<file path="config.mk">
export PLATFORM = sky130hd
export DESIGN_NAME = phase_pulse_out
export DESIGN_NICKNAME = d
export VERILOG_FILES = /design/src/rtl/ppo_pkg.sv /design/src/rtl/ppo_cmd_decode.sv /design/src/rtl/ppo_wave_fsm.sv /design/src/rtl/ppo_edge_capture.sv /design/src/rtl/phase_pulse_out.sv
export SDC_FILE = /design/constraint.sdc
export NUM_CORES = 1
export LEC_CHECK = 0
export ABC_AREA = 0
export BUFFER_PORTS_ARGS = -buffer_cell sky130_fd_sc_hd__buf_2
export CORE_ASPECT_RATIO = 0.9
export CORE_MARGIN = 5
export CORE_UTILIZATION = 50
export DETAILED_ROUTE_END_ITERATION = 10
export GPL_TIMING_DRIVEN = 0
export PLACE_DENSITY_LB_ADDON = 0.12
export SETUP_SLACK_MARGIN = 0.05
export SLEW_MARGIN = 0
export SYNTH_ARGS = -nofsm -noshare
export SYNTH_HDL_FRONTEND = slang
export SYNTH_SLANG_ARGS = --single-unit
</file>
<file path="constraint.sdc">
create_clock -name clk -period 4.75 [get_ports clk]
set_input_delay 0.475 -clock clk [delete_from_list [all_inputs] [get_ports clk]]
set_output_delay 0.475 -clock clk [all_outputs]
set_load 0.005 [all_outputs]
</file>
<file path="src/rtl/ppo_pkg.sv">
package ppo_pkg;

    typedef enum logic [1:0] {
        ST_IDLE  = 2'd0,
        ST_ARMED = 2'd1,
        ST_RUN   = 2'd2
    } wave_state_e;

    typedef struct packed {
        logic start;
        logic stop;
    } cmd_req_t;

endpackage

</file>
<file path="src/rtl/ppo_cmd_decode.sv">
module ppo_cmd_decode
    import ppo_pkg::*;
#(
    parameter int TIME_W    = 64,
    parameter int HALF_W    = 32,
    parameter int CMD_W     = 32,
    parameter int START_BIT = 28,
    parameter int STOP_BIT  = 27
) (
    input  logic              cmd_valid,
    input  logic [CMD_W-1:0]  cmd_word,
    input  logic [TIME_W-1:0] start_time,
    input  logic [TIME_W-1:0] now_time,
    input  logic [HALF_W-1:0] half_period,
    output cmd_req_t          req
);

    logic future_ok;
    logic half_ok;
    logic cmd_unused;

    // The remaining command bits belong to other functions.
    assign cmd_unused = ^cmd_word;

    assign future_ok = (start_time > now_time);
    assign half_ok   = (half_period != '0);

    always_comb begin
        req.stop  = cmd_valid && cmd_word[STOP_BIT];
        req.start = cmd_valid && cmd_word[START_BIT] && !cmd_word[STOP_BIT]
                    && future_ok && half_ok;
    end

endmodule

</file>
<file path="src/rtl/ppo_wave_fsm.sv">
module ppo_wave_fsm
    import ppo_pkg::*;
#(
    parameter int TIME_W = 64,
    parameter int HALF_W = 32
) (
    input  logic              clk,
    input  logic              rst_n,
    input  cmd_req_t          req,
    input  logic              capture_mode,
    input  logic [TIME_W-1:0] start_time,
    input  logic [HALF_W-1:0] half_period,
    input  logic [TIME_W-1:0] now_time,
    output logic              pin_out,
    output logic              pin_oe
);

    localparam int PAD_W = TIME_W - HALF_W;

    wave_state_e       state_q, state_nx;
    logic [TIME_W-1:0] edge_q;
    logic [HALF_W-1:0] half_q;
    logic              pin_q;
    logic              oe_q;
    logic              due;
    logic              active;

    assign due    = (now_time >= edge_q);
    assign active = (state_q != ST_IDLE);

    // State register
    always_ff @(posedge clk or negedge rst_n) begin
        if (!rst_n) state_q <= ST_IDLE;
        else        state_q <= state_nx;
    end

    // Next-state logic
    always_comb begin
        state_nx = state_q;
        if (capture_mode || req.stop) begin
            state_nx = ST_IDLE;
        end else if (req.start) begin
            state_nx = ST_ARMED;
        end else begin
            unique case (state_q)
                ST_IDLE:  state_nx = ST_IDLE;
                ST_ARMED: if (due) state_nx = ST_RUN;
                ST_RUN:   state_nx = ST_RUN;
                default:  state_nx = ST_IDLE;
            endcase
        end
    end

    // Output and edge-time registers
    always_ff @(posedge clk or negedge rst_n) begin
        if (!rst_n) begin
            pin_q  <= 1'b0;
            oe_q   <= 1'b0;
            edge_q <= '0;
            half_q <= '0;
        end else begin
            oe_q <= !capture_mode;
            if (capture_mode || req.stop) begin
                pin_q <= 1'b0;
            end else if (req.start) begin
                pin_q  <= 1'b0;
                edge_q <= start_time;
                half_q <= half_period;
            end else if (active && due) begin
                pin_q  <= !pin_q;
                edge_q <= edge_q + {{PAD_W{1'b0}}, half_q};
            end
        end
    end

    assign pin_out = pin_q;
    assign pin_oe  = oe_q;

endmodule

</file>
<file path="src/rtl/ppo_edge_capture.sv">
module ppo_edge_capture #(
    parameter int TIME_W      = 64,
    parameter int SYNC_STAGES = 2
) (
    input  logic              clk,
    input  logic              rst_n,
    input  logic              capture_mode,
    input  logic              pin_in,
    input  logic [TIME_W-1:0] now_time,
    output logic [TIME_W-1:0] cap_time
);

    localparam logic [TIME_W-1:0] LATENCY = TIME_W'(SYNC_STAGES);

    logic [SYNC_STAGES-1:0] sync_q;
    logic                   prev_q;
    logic                   edge_seen;
    logic [TIME_W-1:0]      cap_q;

    // Synchroniser chain
    always_ff @(posedge clk or negedge rst_n) begin
        if (!rst_n) sync_q <= '0;
        else        sync_q <= {sync_q[SYNC_STAGES-2:0], pin_in};
    end

    // Edge detect on the last synchroniser stage
    always_ff @(posedge clk or negedge rst_n) begin
        if (!rst_n) prev_q <= 1'b0;
        else        prev_q <= sync_q[SYNC_STAGES-1];
    end

    assign edge_seen = sync_q[SYNC_STAGES-1] ^ prev_q;

    // Single capture slot, overwritten by every edge
    always_ff @(posedge clk or negedge rst_n) begin
        if (!rst_n)                         cap_q <= '0;
        else if (capture_mode && edge_seen) cap_q <= now_time - LATENCY;
    end

    assign cap_time = cap_q;

endmodule

</file>
<file path="src/rtl/phase_pulse_out.sv">
module phase_pulse_out
    import ppo_pkg::*;
#(
    parameter int TIME_W      = 64,
    parameter int HALF_W      = 32,
    parameter int CMD_W       = 32,
    parameter int START_BIT   = 28,
    parameter int STOP_BIT    = 27,
    parameter int SYNC_STAGES = 2
) (
    input  logic              clk,
    input  logic              rst_n,
    input  logic [TIME_W-1:0] now_time,
    input  logic [TIME_W-1:0] start_time,
    input  logic [HALF_W-1:0] half_period,
    input  logic              cmd_valid,
    input  logic [CMD_W-1:0]  cmd_word,
    input  logic              capture_mode,
    input  logic              pin_in,
    output logic              pin_out,
    output logic              pin_oe,
    output logic [TIME_W-1:0] cap_time
);

    cmd_req_t req;

    ppo_cmd_decode #(
        .TIME_W(TIME_W), .HALF_W(HALF_W), .CMD_W(CMD_W),
        .START_BIT(START_BIT), .STOP_BIT(STOP_BIT)
    ) u_decode (
        .cmd_valid  (cmd_valid),
        .cmd_word   (cmd_word),
        .start_time (start_time),
        .now_time   (now_time),
        .half_period(half_period),
        .req        (req)
    );

    ppo_wave_fsm #(
        .TIME_W(TIME_W), .HALF_W(HALF_W)
    ) u_wave (
        .clk         (clk),
        .rst_n       (rst_n),
        .req         (req),
        .capture_mode(capture_mode),
        .start_time  (start_time),
        .half_period (half_period),
        .now_time    (now_time),
        .pin_out     (pin_out),
        .pin_oe      (pin_oe)
    );

    ppo_edge_capture #(
        .TIME_W(TIME_W), .SYNC_STAGES(SYNC_STAGES)
    ) u_capture (
        .clk         (clk),
        .rst_n       (rst_n),
        .capture_mode(capture_mode),
        .pin_in      (pin_in),
        .now_time    (now_time),
        .cap_time    (cap_time)
    );

endmodule

</file>
==> results of run 1 <==
-- worst max-delay path by stage --
stage | cells past startpoint | from | slack [ns] | end
floorplan | 12 | now_time[14] | 1.64 | u_wave.half_q[10]
global placement | 1 | rst_n | 0.42 | u_capture.cap_time[53]
detailed placement | 14 | now_time[60] | 0.42 | u_wave.edge_q[27]
CTS | 12 | u_wave.edge_q[45] | 0.48 | u_wave.edge_q[35]
global route | 12 | u_wave.edge_q[45] | 0.16 | u_wave.edge_q[32]
finish | 12 | u_wave.edge_q[45] | 0.37 | u_wave.edge_q[35]
-- worst register-to-register path, cell delays in order, from the launching register on --
cell	delay, ns
dfrtp_1	0.50
inv_1	0.21
ha_1	0.35
nand4_1	0.17
nor4_1	0.66
nand2_1	0.26
nor4_1	0.34
a21oi_1	0.23
a21oi_4	0.43
nand3_2	0.29
clkbuf_1	0.38
o32ai_1	0.36
a31oi_1	0.07
-- stage by stage --
stage          total power [uW]  area [um2]   util  setup WS (ns)
2_1_floorplan              3960       13500      -           1.64
3_3_place_gp               4800       15100  0.564          0.419
3_5_place_dp               4880       15200  0.565          0.415
4_1_cts                    6380       15800  0.588          0.484
5_1_grt                    6890       15800  0.588          0.159
6_report                   6440       15800  0.588          0.369
-- state kept, by name, summed over array words and instances (netlist names) --
signal	count
u_wave.state_q	2
u_wave.pin_oe	1
u_capture.sync_q	2
u_wave.pin_out	1
u_wave.edge_q	64
u_capture.prev_q	1
u_wave.half_q	32
u_capture.cap_time	64
-- power by group through the flow --
stage	Combinational (uW)	Sequential [uW]	Clock [uW]
3_5_place_dp	2880	2000	0
4_1_cts	2900	1980	1500
2_1_floorplan	2040	1920	0
5_1_grt	3310	2020	1570
3_3_place_gp	2810	2000	0
6_report	2960	1990	1490
-- cell families (layout without fill, tap and decap cells) --
logic type,Yosys count,count (layout),synth area share
compound gates,407,407,0.185
xor+xnor,87,87,0.0564
fa+ha+maj,164,164,0.152
buf+inv,199,464,0.0566
flops,167,167,0.309
mux,53,53,0.0422
other cells,0,3,0
simple gates,532,532,0.198
-- placed cells by master, fill, tap and decap left out, drive strengths merged, types with 11 or more instances in the layout --
cell      n
a211oi   22
a21o     16
a21oi   127
a31oi    17
buf     254
clkbuf   51
dfrtp   167
ha      163
inv     152
mux2     32
mux2i    21
nand2   170
nand3    56
nand4    49
nor2    106
nor3     44
nor4     41
o211ai   23
o21ai   128
or3      11
xnor2    70
xor2     17
-- per-layer routing --
layer,routed length (um),global-route usage,vias up
met5,13,0,-
met4,1170,0.0874,2
li1,-,-,6341
met2,20200,0.447,681
met1,23500,0.499,6576
met3,5210,0.0751,85
-- layout make-up --
| cell class | instances | area [um2] | share of cell area |
|---|---|---|---|
| multi-input cells | 1243 | 8570 | 0.543 |
| diodes | 3 | 7.51 | 0.000476 |
| clock buffers | 18 | 429 | 0.0272 |
| plain buffers | 54 | 220 | 0.0140 |
| inverters | 145 | 544 | 0.0345 |
| flip-flops and latches | 167 | 4180 | 0.265 |
| clock inverters | 14 | 183 | 0.0116 |
| well taps | 354 | 443 | 0.0281 |
| repair buffers | 233 | 1200 | 0.0760 |
==> results.toml, run 1 <==
[worst_setup_path]
critical_path_class = "flip-flop to flip-flop"
crit_family = "simple AND/OR/NAND/NOR gates"
r2r-end = "u_wave.edge_q[35]"
cp_max_fo = 10
cpMaxStageDelayCell = "nor4_1"
r2r_start = "u_wave.edge_q[45]"
path_buf_inv = 2
cp-end-kind = "flip-flop"
r2r.worst_path.cells = 12
path_cells = "inv_1 -> ha_1 -> nand4_1 -> nor4_1 -> nand2_1 -> nor4_1 -> a21oi_1 -> a21oi_4 -> nand3_2 -> clkbuf_1 -> o32ai_1 -> a31oi_1"
rrSetupSlack_ns = 0.37
slowest_delay_ns = 0.66
critPathLaunchType = "flip-flop"
cp_data_required_time_ns = 5.06
crit_path_frequent_cell = "nor4_1"
arrival_ns = 4.69

[placed_design]
place.gp.congestion = 0.979
io_buffers = 232
post-dp-hpwl_mm = 40.8
placed_cells = 2196

[die]
start_util = 0.504
ios = 263
num_rows = 57
core_um2 = 26800
fp.dieArea_um2 = 30400
die-width_um = 183
die_h_um = 166

[detailed_routing]
ant_nets = 0
vias = 13700
wire_per_inst_um = 22.4
dr.pass1.iters = 5
wl_mm = 50.1
drc = 0
first_iter_violations = 1305
viasPerCell = 6.13

[logic_synthesis]
synth_top_area_frac = 0.309
netlist_area_um2 = 13500
seq_area_frac_synth = 0.309
async_flop_share = 1.00
synth_nets = 1970
yosys-top-cells-count = "nand2_1, dfrtp_1, ha_1"
synth_ff_type = "dfrtp_1"
synth_cells = 1609
synth_edf_count = 0
postSynthAreaPerCell_um2 = 8.40
yosys-top-cells-area = "dfrtp_1, ha_1, nand2_1"
yosysTopAreaCell = "dfrtp_1"
yosysUniqueCellTypes = 79
yosysMostFrequentCell = "nand2_1"
synth_warnings = 0
synth-seq-cells = 167

[power]
power_switching_uw = 2690
p_leak_uw = 0.00749
seqPwrFrac = 0.309
combPwrFrac = 0.460
pwr-share-clk = 0.232
power_density_nw_per_um2 = 408
internal_power_uw = 3750
ir_worst_vdd_mv = 0.287
swShare = 0.418

[job]
maxCapViolCount = 0

[sta]
setup_tns_ns = 0
fin_crit_sh = 0.922
finalHoldViolCount = 0
fin_crit_ns = 4.38
finalSetupViolCount = 0
tightestPinTransition_ns = 1.02
fmax_ghz = 0.228
relSlewSlack = 0.314
rsz0062_at_grt = "false"
maxSlewViolCount = 0
whs_ns = 0.00784
skew_ns = 0.0166

[grt]
antenna_found_initial = 4
grt_use_total = 0.322
grt_pass1_vias = 12800
grt_max_degree = 93
overflow = 0
grt_pass1_wl_mm = 76.1

[clock_tree]
cts_max_level = 4
cts_tree = "done"
numCtsBuffers = 17
ctsLongestPathBuffers = 2
cts_resized = 0
root_buffer = "clkbuf_16"
postCtsSetupRepairBufs = 0
insertion_delay_ns = 0.45
cts_num_sinks = 167
path_clk_slew_ns = 0.07
cts_hold_buffers = 0

[layout]
final_nets = 2222
drive_above_1_share = 0.180
syn2layout_area_growth_pct = 16.8
final_cells = 2231
fillerInstances = 2514

[min_path]
min_path_type = "primary input to async pin"

[run_status]
outcome = "finished clean"
No activity file was read; power rests on OpenSTA's default activity.
==> run 2: changes to the inputs <==
- RECOVER_POWER: unset -> 25
==> results.toml, run 2 (synthesized netlist as in run 1, its figures left out) <==
[run_status]
outcome = "finished with violations"
violations = "max-capacitance violations, max-slew violations"

[grt]
grt_pass1_vias = 12800
grt_max_degree = 93
grt_use_total = 0.322
overflow = 0
grt_pass1_wl_mm = 76.1
antenna_found_initial = 4

[job]
maxCapViolCount = 1

[sta]
finalHoldViolCount = 0
fin_crit_ns = 4.38
maxSlewViolCount = 76
skew_ns = 0.0166
finalSetupViolCount = 0
tightestPinTransition_ns = 4.00
fmax_ghz = 0.228
rsz0062_at_grt = "false"
relSlewSlack = -1.67
fin_crit_sh = 0.922
setup_tns_ns = 0

[power]
ir_worst_vdd_mv = 0.287
p_leak_uw = 0.00748
power_density_nw_per_um2 = 408

[worst_setup_path]
cp-end-kind = "flip-flop"
critical_path_class = "flip-flop to flip-flop"
cp_max_fo = 10
cp_data_required_time_ns = 5.06
arrival_ns = 4.69
critPathLaunchType = "flip-flop"
rrSetupSlack_ns = 0.37

[placed_design]
io_buffers = 232
place.gp.congestion = 0.979
post-dp-hpwl_mm = 40.8

[clock_tree]
ctsLongestPathBuffers = 2
cts_max_level = 4
cts_num_sinks = 167
cts_tree = "done"
path_clk_slew_ns = 0.07
numCtsBuffers = 17
postCtsSetupRepairBufs = 0
cts_hold_buffers = 0
root_buffer = "clkbuf_16"
insertion_delay_ns = 0.45

[die]
num_rows = 57
ios = 263
fp.dieArea_um2 = 30400
core_um2 = 26800
die_h_um = 166
die-width_um = 183
start_util = 0.504

[detailed_routing]
ant_nets = 0
wire_per_inst_um = 22.4
wl_mm = 50.1
first_iter_violations = 1305
viasPerCell = 6.14
drc = 0
dr.pass1.iters = 5
vias = 13700

[layout]
final_cell_mix = "buf_2, nand2_1, dfrtp_1"
layout_commonest_cell = "buf_2"
syn2layout_area_growth_pct = 16.7
fillerInstances = 2514
final_nets = 2222
drive_above_1_share = 0.179
final_util = 0.588

[min_path]
min_path_type = "primary input to flip-flop"
run 2: cell count changes in the layout (fill, tap and decap cells not counted), sizes merged:
| cell | before | now |
|---|---|---|
| buf | 254 | 252 |
| clkdlybuf4s25 | 0 | 1 |
| clkbuf | 51 | 52 |
run 2: per-layer routing:
metal,part of all wire,track usage,vias to the layer above
met1,0.47,0.499,6579
met3,0.10,0.0751,85
met4,0.023,0.0874,2
li1,-,-,6340
met5,0.00026,0,-
met2,0.40,0.447,689
run 2: worst paths after layout:
kind / start / to / depth (start not counted)
max in group asynchronous: rst_n / u_wave.edge_q[40] / 1
max: u_wave.edge_q[45] / u_wave.edge_q[35] / 12
min: pin_in / u_capture.sync_q[0] / 1
min in group asynchronous: rst_n / u_wave.half_q[15] / 1
min reg2reg: u_capture.sync_q[0] / u_capture.sync_q[1] / 0
max reg2reg: u_wave.edge_q[45] / u_wave.edge_q[35] / 12
run 2: cell type report:
cell class	instances	area (um2)	area share
antenna	3	7.51	0.000476
buffer	54	220	0.0140
clock buffer	18	429	0.0272
clock inverter	14	183	0.0116
inverter	145	544	0.0345
multi-input combinational	1243	8570	0.544
sequential	167	4180	0.265
tap	354	443	0.0281
timing repair buffer	233	1190	0.0756
run 2: where the power goes:
part / switching, uW / total, uW / internal, uW
clock network: 650 / 1490 / 842
registers: 257 / 1990 / 1730
logic: 1780 / 2960 / 1180
run 2: timing repair:
item	4_1_cts	5_1_grt
setup endpoints to repair	0	6
resized for setup	0	1
hold endpoints to repair	0	0
run 2: per-stage QoR:
stage,area [um2],setup WS [ns],instances,hold WS [ns],total power (uW)
after global routing,15800,0.106,2231,0.137,6890
after detailed placement,15200,0.415,2196,0.344,4880
after global placement,15100,0.419,2195,0.337,4800
final,15800,0.369,2231,0.155,6440
after CTS,15800,0.484,2228,0.0402,6380
after floorplan,13500,1.64,1609,0.179,3960
run 2: worst max-delay path, stage by stage, from the launching register on:
cell,delay (ns)
dfrtp_1,0.50
inv_1,0.21
ha_1,0.34
nand4_1,0.17
nor4_1,0.66
nand2_1,0.26
nor4_1,0.34
a21oi_1,0.23
a21oi_4,0.43
nand3_2,0.29
clkbuf_1,0.38
o32ai_1,0.36
a31oi_1,0.07
